File: src/rtl/shf_pkg.sv
package shf_pkg;

  typedef enum logic [2:0] {
    ST_INIT   = 3'd0,
    ST_IDLE   = 3'd1,
    ST_LOOK   = 3'd2,
    ST_RDREQ  = 3'd3,
    ST_RDWAIT = 3'd4,
    ST_PICK   = 3'd5,
    ST_WRITE  = 3'd6
  } shf_state_e;

  // x^16 + x^14 + x^13 + x^11 + 1, right-shifting Galois form
  localparam logic [15:0] SHF_TAPS16 = 16'hB400;

endpackage

File: src/rtl/shf_lfsr.sv
module shf_lfsr #(
  parameter int W = 16,
  parameter logic [W-1:0] TAPS = 16'hB400,
  parameter logic [W-1:0] SEED = 16'hACE1,
  parameter int OUT_W = 2
) (
  input  logic             clk,
  input  logic             rst,
  output logic [OUT_W-1:0] rnd
);

  logic [W-1:0] q;

  always_ff @(posedge clk) begin
    if (rst) begin
      q <= SEED;
    end else begin
      q <= {1'b0, q[W-1:1]} ^ (q[0] ? TAPS : '0);
    end
  end

  assign rnd = q[OUT_W-1:0];

endmodule

File: src/rtl/shf_map_table.sv
module shf_map_table #(
  parameter int DEPTH = 16,
  parameter int AW = 4,
  parameter int DW = 4
) (
  input  logic          clk,
  input  logic          we,
  input  logic [AW-1:0] waddr,
  input  logic [DW-1:0] wdata,
  input  logic [AW-1:0] raddr,
  output logic [DW-1:0] rdata
);

  logic [DW-1:0] mem [DEPTH];

  always_ff @(posedge clk) begin
    if (we) begin
      mem[waddr] <= wdata;
    end
    rdata <= mem[raddr];
  end

endmodule

File: src/rtl/shf_entry_match.sv
module shf_entry_match #(
  parameter int K = 4,
  parameter int IDW = 4,
  parameter int KW = 2
) (
  input  logic [IDW-1:0] key,
  input  logic [IDW-1:0] ent_id [K],
  input  logic [K-1:0]   ent_vld,
  output logic           hit,
  output logic [KW-1:0]  idx
);

  logic [K-1:0] eq;

  for (genvar g = 0; g < K; g++) begin : g_cmp
    assign eq[g] = ent_vld[g] && (ent_id[g] == key);
  end

  always_comb begin
    hit = |eq;
    idx = '0;
    for (int i = 0; i < K; i++) begin
      if (eq[i]) idx = KW'(i);
    end
  end

endmodule

File: src/rtl/shuffle_obfuscator.sv
module shuffle_obfuscator
  import shf_pkg::*;
#(
  parameter int N_BLOCKS = 16,
  parameter int K = 4,
  parameter logic [15:0] LFSR_SEED = 16'hACE1,
  localparam int IDW = (N_BLOCKS > 1) ? $clog2(N_BLOCKS) : 1
) (
  input  logic           clk,
  input  logic           rst,
  input  logic           req_valid,
  output logic           req_ready,
  input  logic [IDW-1:0] req_id,
  output logic           rsp_valid,
  output logic [IDW-1:0] rsp_id,
  output logic           mem_rd_valid,
  input  logic           mem_rd_ready,
  output logic [IDW-1:0] mem_rd_slot,
  input  logic           mem_rdata_valid,
  input  logic [IDW-1:0] mem_rdata_id,
  output logic           mem_wr_valid,
  input  logic           mem_wr_ready,
  output logic [IDW-1:0] mem_wr_slot,
  output logic [IDW-1:0] mem_wr_id
);

  // K must be at least 3 so that K-1 candidates exist
  localparam int KW = $clog2(K);
  localparam int RW = (K > 2) ? $clog2(K - 1) : 1;
  localparam int FW = $clog2(K + 1);
  localparam logic [FW-1:0]  FILL_FULL = FW'(K);
  localparam logic [IDW-1:0] LAST_BLK  = IDW'(N_BLOCKS - 1);
  localparam logic [RW:0]    CAND_CNT  = (RW + 1)'(K - 1);

  shf_state_e     state;
  logic [IDW-1:0] init_cnt;
  logic [IDW-1:0] slot_q;
  logic [IDW-1:0] fetch_q;
  logic [IDW-1:0] ent_id [K];
  logic [K-1:0]   ent_vld;
  logic [KW-1:0]  mru_q;
  logic [KW-1:0]  vict_q;
  logic [FW-1:0]  fill_q;

  logic           hit;
  logic [KW-1:0]  hit_idx;
  logic [RW-1:0]  rsel;
  logic           pick_ok;
  logic [KW-1:0]  pick_idx;

  logic           tbl_we;
  logic [IDW-1:0] tbl_waddr;
  logic [IDW-1:0] tbl_wdata;
  logic [IDW-1:0] tbl_rdata;

  // Lookup in the on-chip buffer
  shf_entry_match #(.K(K), .IDW(IDW), .KW(KW)) match_i (
    .key     (req_id),
    .ent_id  (ent_id),
    .ent_vld (ent_vld),
    .hit     (hit),
    .idx     (hit_idx)
  );

  // Random source for victim choice
  shf_lfsr #(.W(16), .TAPS(SHF_TAPS16), .SEED(LFSR_SEED), .OUT_W(RW)) lfsr_i (
    .clk (clk),
    .rst (rst),
    .rnd (rsel)
  );

  // Logical block -> external slot
  shf_map_table #(.DEPTH(N_BLOCKS), .AW(IDW), .DW(IDW)) table_i (
    .clk   (clk),
    .we    (tbl_we),
    .waddr (tbl_waddr),
    .wdata (tbl_wdata),
    .raddr (req_id),
    .rdata (tbl_rdata)
  );

  // Candidate index skips the most recently touched entry
  always_comb begin
    pick_ok  = ({1'b0, rsel} < CAND_CNT);
    pick_idx = (KW'(rsel) >= mru_q) ? KW'(rsel) + KW'(1) : KW'(rsel);
  end

  always_comb begin
    tbl_we    = 1'b0;
    tbl_waddr = ent_id[vict_q];
    tbl_wdata = slot_q;
    if (state == ST_INIT) begin
      tbl_we    = 1'b1;
      tbl_waddr = init_cnt;
      tbl_wdata = init_cnt;
    end else if (state == ST_WRITE && mem_wr_ready) begin
      tbl_we    = 1'b1;
    end
  end

  always_ff @(posedge clk) begin
    if (rst) begin
      state     <= ST_INIT;
      init_cnt  <= '0;
      slot_q    <= '0;
      fetch_q   <= '0;
      ent_vld   <= '0;
      mru_q     <= '0;
      vict_q    <= '0;
      fill_q    <= '0;
      rsp_valid <= 1'b0;
      rsp_id    <= '0;
      for (int i = 0; i < K; i++) ent_id[i] <= '0;
    end else begin
      rsp_valid <= 1'b0;
      case (state)
        ST_INIT: begin
          init_cnt <= init_cnt + IDW'(1);
          if (init_cnt == LAST_BLK) state <= ST_IDLE;
        end
        ST_IDLE: begin
          if (req_valid) begin
            if (hit) begin
              rsp_valid <= 1'b1;
              rsp_id    <= ent_id[hit_idx];
              mru_q     <= hit_idx;
            end else begin
              state <= ST_LOOK;
            end
          end
        end
        ST_LOOK: begin
          slot_q <= tbl_rdata;
          state  <= ST_RDREQ;
        end
        ST_RDREQ: begin
          if (mem_rd_ready) state <= ST_RDWAIT;
        end
        ST_RDWAIT: begin
          if (mem_rdata_valid) begin
            fetch_q <= mem_rdata_id;
            if (fill_q < FILL_FULL) begin
              ent_id[KW'(fill_q)]  <= mem_rdata_id;
              ent_vld[KW'(fill_q)] <= 1'b1;
              mru_q     <= KW'(fill_q);
              fill_q    <= fill_q + FW'(1);
              rsp_valid <= 1'b1;
              rsp_id    <= mem_rdata_id;
              state     <= ST_IDLE;
            end else begin
              state <= ST_PICK;
            end
          end
        end
        ST_PICK: begin
          if (pick_ok) begin
            vict_q <= pick_idx;
            state  <= ST_WRITE;
          end
        end
        ST_WRITE: begin
          if (mem_wr_ready) begin
            ent_id[vict_q] <= fetch_q;
            mru_q     <= vict_q;
            rsp_valid <= 1'b1;
            rsp_id    <= fetch_q;
            state     <= ST_IDLE;
          end
        end
        default: state <= ST_INIT;
      endcase
    end
  end

  assign req_ready    = (state == ST_IDLE);
  assign mem_rd_valid = (state == ST_RDREQ);
  assign mem_rd_slot  = slot_q;
  assign mem_wr_valid = (state == ST_WRITE);
  assign mem_wr_slot  = slot_q;
  assign mem_wr_id    = ent_id[vict_q];

endmodule

File: config.mk
export PLATFORM = sky130hd
export DESIGN_NAME = shuffle_obfuscator
export DESIGN_NICKNAME = d
export VERILOG_FILES = /design/src/rtl/shf_pkg.sv /design/src/rtl/shf_lfsr.sv /design/src/rtl/shf_map_table.sv /design/src/rtl/shf_entry_match.sv /design/src/rtl/shuffle_obfuscator.sv
export SDC_FILE = /design/constraint.sdc
export NUM_CORES = 1
export LEC_CHECK = 0
export BUFFER_PORTS_ARGS = -buffer_cell sky130_fd_sc_hd__buf_2
export CORE_ASPECT_RATIO = 0.7
export CORE_MARGIN = 2
export CORE_UTILIZATION = 55
export CTS_BUF_LIST = sky130_fd_sc_hd__clkbuf_4 sky130_fd_sc_hd__clkbuf_8
export CTS_CLUSTER_SIZE = 30
export DETAILED_ROUTE_END_ITERATION = 6
export PLACE_DENSITY = 0.73
export REMOVE_ABC_BUFFERS = 1
export SLEW_MARGIN = 20
export SYNTH_ARGS = -nofsm -noshare
export SYNTH_HDL_FRONTEND = slang
export SYNTH_SLANG_ARGS = --single-unit
File: constraint.sdc
create_clock -name clk -period 6.65 [get_ports clk]
set_input_delay 1.33 -clock clk [delete_from_list [all_inputs] [get_ports clk]]
set_output_delay 1.33 -clock clk [all_outputs]
set_load 0.1 [all_outputs]
==> out/qor.txt <==
Critical R2R Capture: table_i.mem[12][0]$_DFFE_PP_
Final Hold Fails: 0
VDD IR max: 235 uV
Largest net degree at the start of global routing: 64
FF+latch count, synth: 131
Req. time, crit path: 5320 ps
Hold Buf Count CTS: 0
Worst-skew pair later-pin latency: 440 ps
Clock Pin Slew Worst Setup and Hold Paths: 90 ps
Die width: 131 um
Clock share of power: 32.6%
Max_slew headroom: 18.3%
Vias post-DR: 4254
Cell variety after synth: 59
I/O Buffers: 33
Maxcap violations: 0
Vias in the first global route: 3999
Post-CTS sizing: 0
Gate power share: 19.6%
RSZ-0062 raised after global routing: no
Crit-path max FO: 41
Fmax: 271 MHz
Core Area: 11000 sq um
Fin crit period: 3700 ps
Cell with the most instances after synthesis: dfxtp_1
Total gr overflow: 0
Top FF cell, synth: dfxtp_1
CTS tree: yes
Gr usage total: 25.9%
I/O pins: 34
R2R cell count: 5
H-tree depth: 4
Cells after Synth: 519
Power Internal: 0.00141 W
Area contributors post-synth: edfxtp_1 31%, dfxtp_1 22%, mux4_2 7.6%, nor2_1 3.9%, xnor2_1 2.4%
Net Sw Frac: 32.5%
Worst min path class: flip-flop to flip-flop
Area grow syn2layout: 9.25%
Routed Wire Length: 14500 um
TritonCTS Buffers: 17
Final setup viols: 0
Post-synth top cells: 67 x dfxtp_1, 64 x edfxtp_1, 64 x nor2_1
Post-synth top area cell: edfxtp_1
Mean post-synth cell area: 11.9 sq um
Post-DP HPWL: 10300 um
Sequential area share after synthesis: 52.8%
Rows: 32
Initial DRT Pass Iterations: 5
Initial antenna violation count: 0
DRC Markers: 0
Layout cells sized above 1: 21.4%
Die ar.: 12100 sq um
PwrDens: 310 nW/um^2
Mapped Area: 6180 sq um
Antenna diode count: 0
Setup TNS: 0 ps
Clock Skew: 17.2 ps
Total power: 0.00209 W
Register share of total power: 47.8%
WS Path Type: flip-flop to primary output
Worst Tran Pin Value: 1210 ps
Top cell type's share of synthesized area: 31.1%
RR Startpoint: state[1]$_SDFFE_PP0P_
Post-synth EDFFs: 64
FFs w/ async S/R, synth: 0%
Crit path capture: mem_wr_valid
CP startpoint kind: flip-flop
Clock sinks: 131
Net Switching: 0.000680 W
Crit end category: primary output
Avg WL per Cell: 20.7 um
Clock Root Buffer: clkbuf_8
Die extent in y: 92.7 um
Worst Setup SP: state[1]$_SDFFE_PP0P_
Vias/cell: 6.04
Synth warnings: 0
Initial Utilization: 56.4%
Status: finished, final reports clean
R2R Setup Slk: 3830 ps
Antenna Nets Post-Route: 0
Final period util: 55.6%
Final #Nets: 560
First-pass GRT wire length: 22800 um
GPL Wtd Cong: 0.924
Clock Path Buffers: 2
Post-CTS setup buffer count: 0
Max-slew violations: 0
Lkg Pwr: 2.32 nW
Starting DRT DRC Count: 475
Critical path arrival: 2370 ps
metrics by stage:
stage	instances	utilization [%]	area (sq um)	worst slack, ps	hold WS, ps
5_1_grt	704	61.6	6760	2820	435
3_5_place_dp	672	57.9	6350	3010	397
6_report	704	61.6	6760	2950	414
2_1_floorplan	483	-	5970	2850	389
3_3_place_gp	672	57.9	6350	3170	400
4_1_cts	704	61.6	6760	2990	416
state kept, by name, summed over array words and instances, names as in the netlist, 3 cells and up:
name	count
fetch_q	4
mem_rd_slot	4
ent_vld	4
lfsr_i.q	16
fill_q	3
init_cnt	4
state	3
table_i.mem	64
table_i.rdata	4
ent_id	16
rsp_id	4
layout make-up:
type	instances	area (sq um)
fill	908	4210
sequential	131	3260
multi-input combinational	339	2660
clock buffer	17	234
tap	153	191
timing repair buffer	36	188
clock inverter	15	171
inverter	13	48.8
critical path, stage by stage, from the launching register on:
cell	delay, ps
dfxtp_1	950
nand3b_1	150
buf_4	290
inv_1	80
buf_2	420
cells in the final DEF, fill, tap and decap left out, types with 8 or more instances in the layout:
master,instances
a21oi_1,15
mux2i_1,13
ha_1,8
nor3_1,8
xnor2_1,17
nand2_1,32
nor2_1,64
edfxtp_1,64
dfxtp_1,67
nor2b_1,11
o31ai_1,15
mux4_2,21
buf_2,33
nand3b_1,18
a211oi_1,18
clkbuf_8,17
inv_1,13
power by group through the flow:
stage | clock network, W | logic, W | registers (W)
finish | 0.000682 | 0.000411 | 0.00100
global route | 0.000723 | 0.000441 | 0.00101
CTS | 0.000693 | 0.000406 | 0.00100
detailed placement | 0 | 0.000404 | 0.00102
global placement | 0 | 0.000390 | 0.00101
floorplan | 0 | 0.000228 | 0.00107
routing by layer:
| layer | track usage (%) | wire, um | vias to the layer above |
|---|---|---|---|
| li1 | - | - | 1949 |
| met4 | 7.62 | 165 | 0 |
| met5 | 0 | 0 | - |
| met1 | 40.9 | 6750 | 2070 |
| met2 | 34.5 | 6260 | 219 |
| met3 | 6.99 | 1360 | 16 |
worst min-delay path by stage:
stage | startpoint | to | slack (ps) | cells after the start
finish | lfsr_i.q[8]$_SDFF_PP0_ | lfsr_i.q[7]$_SDFF_PP1_ | 410 | 1
global route | lfsr_i.q[7]$_SDFF_PP1_ | lfsr_i.q[6]$_SDFF_PP1_ | 440 | 1
CTS | lfsr_i.q[8]$_SDFF_PP0_ | lfsr_i.q[7]$_SDFF_PP1_ | 420 | 1
detailed placement | lfsr_i.q[8]$_SDFF_PP0_ | lfsr_i.q[7]$_SDFF_PP1_ | 400 | 1
global placement | lfsr_i.q[12]$_SDFF_PP0_ | lfsr_i.q[11]$_SDFF_PP1_ | 400 | 1
floorplan | lfsr_i.q[12]$_SDFF_PP0_ | lfsr_i.q[11]$_SDFF_PP1_ | 390 | 1
cells by family (layout without fill, tap and decap cells):
family / Yosys count / count (layout) / synth area share, %
buf+inv: 49 / 81 / 4.23
flops: 131 / 131 / 52.8
xor+xnor: 24 / 24 / 3.70
compound gates: 87 / 87 / 10.7
mux: 43 / 43 / 12.1
simple gates: 177 / 177 / 14.9
fa+ha+maj: 8 / 8 / 1.62
(Power assumes the default switching activity.)
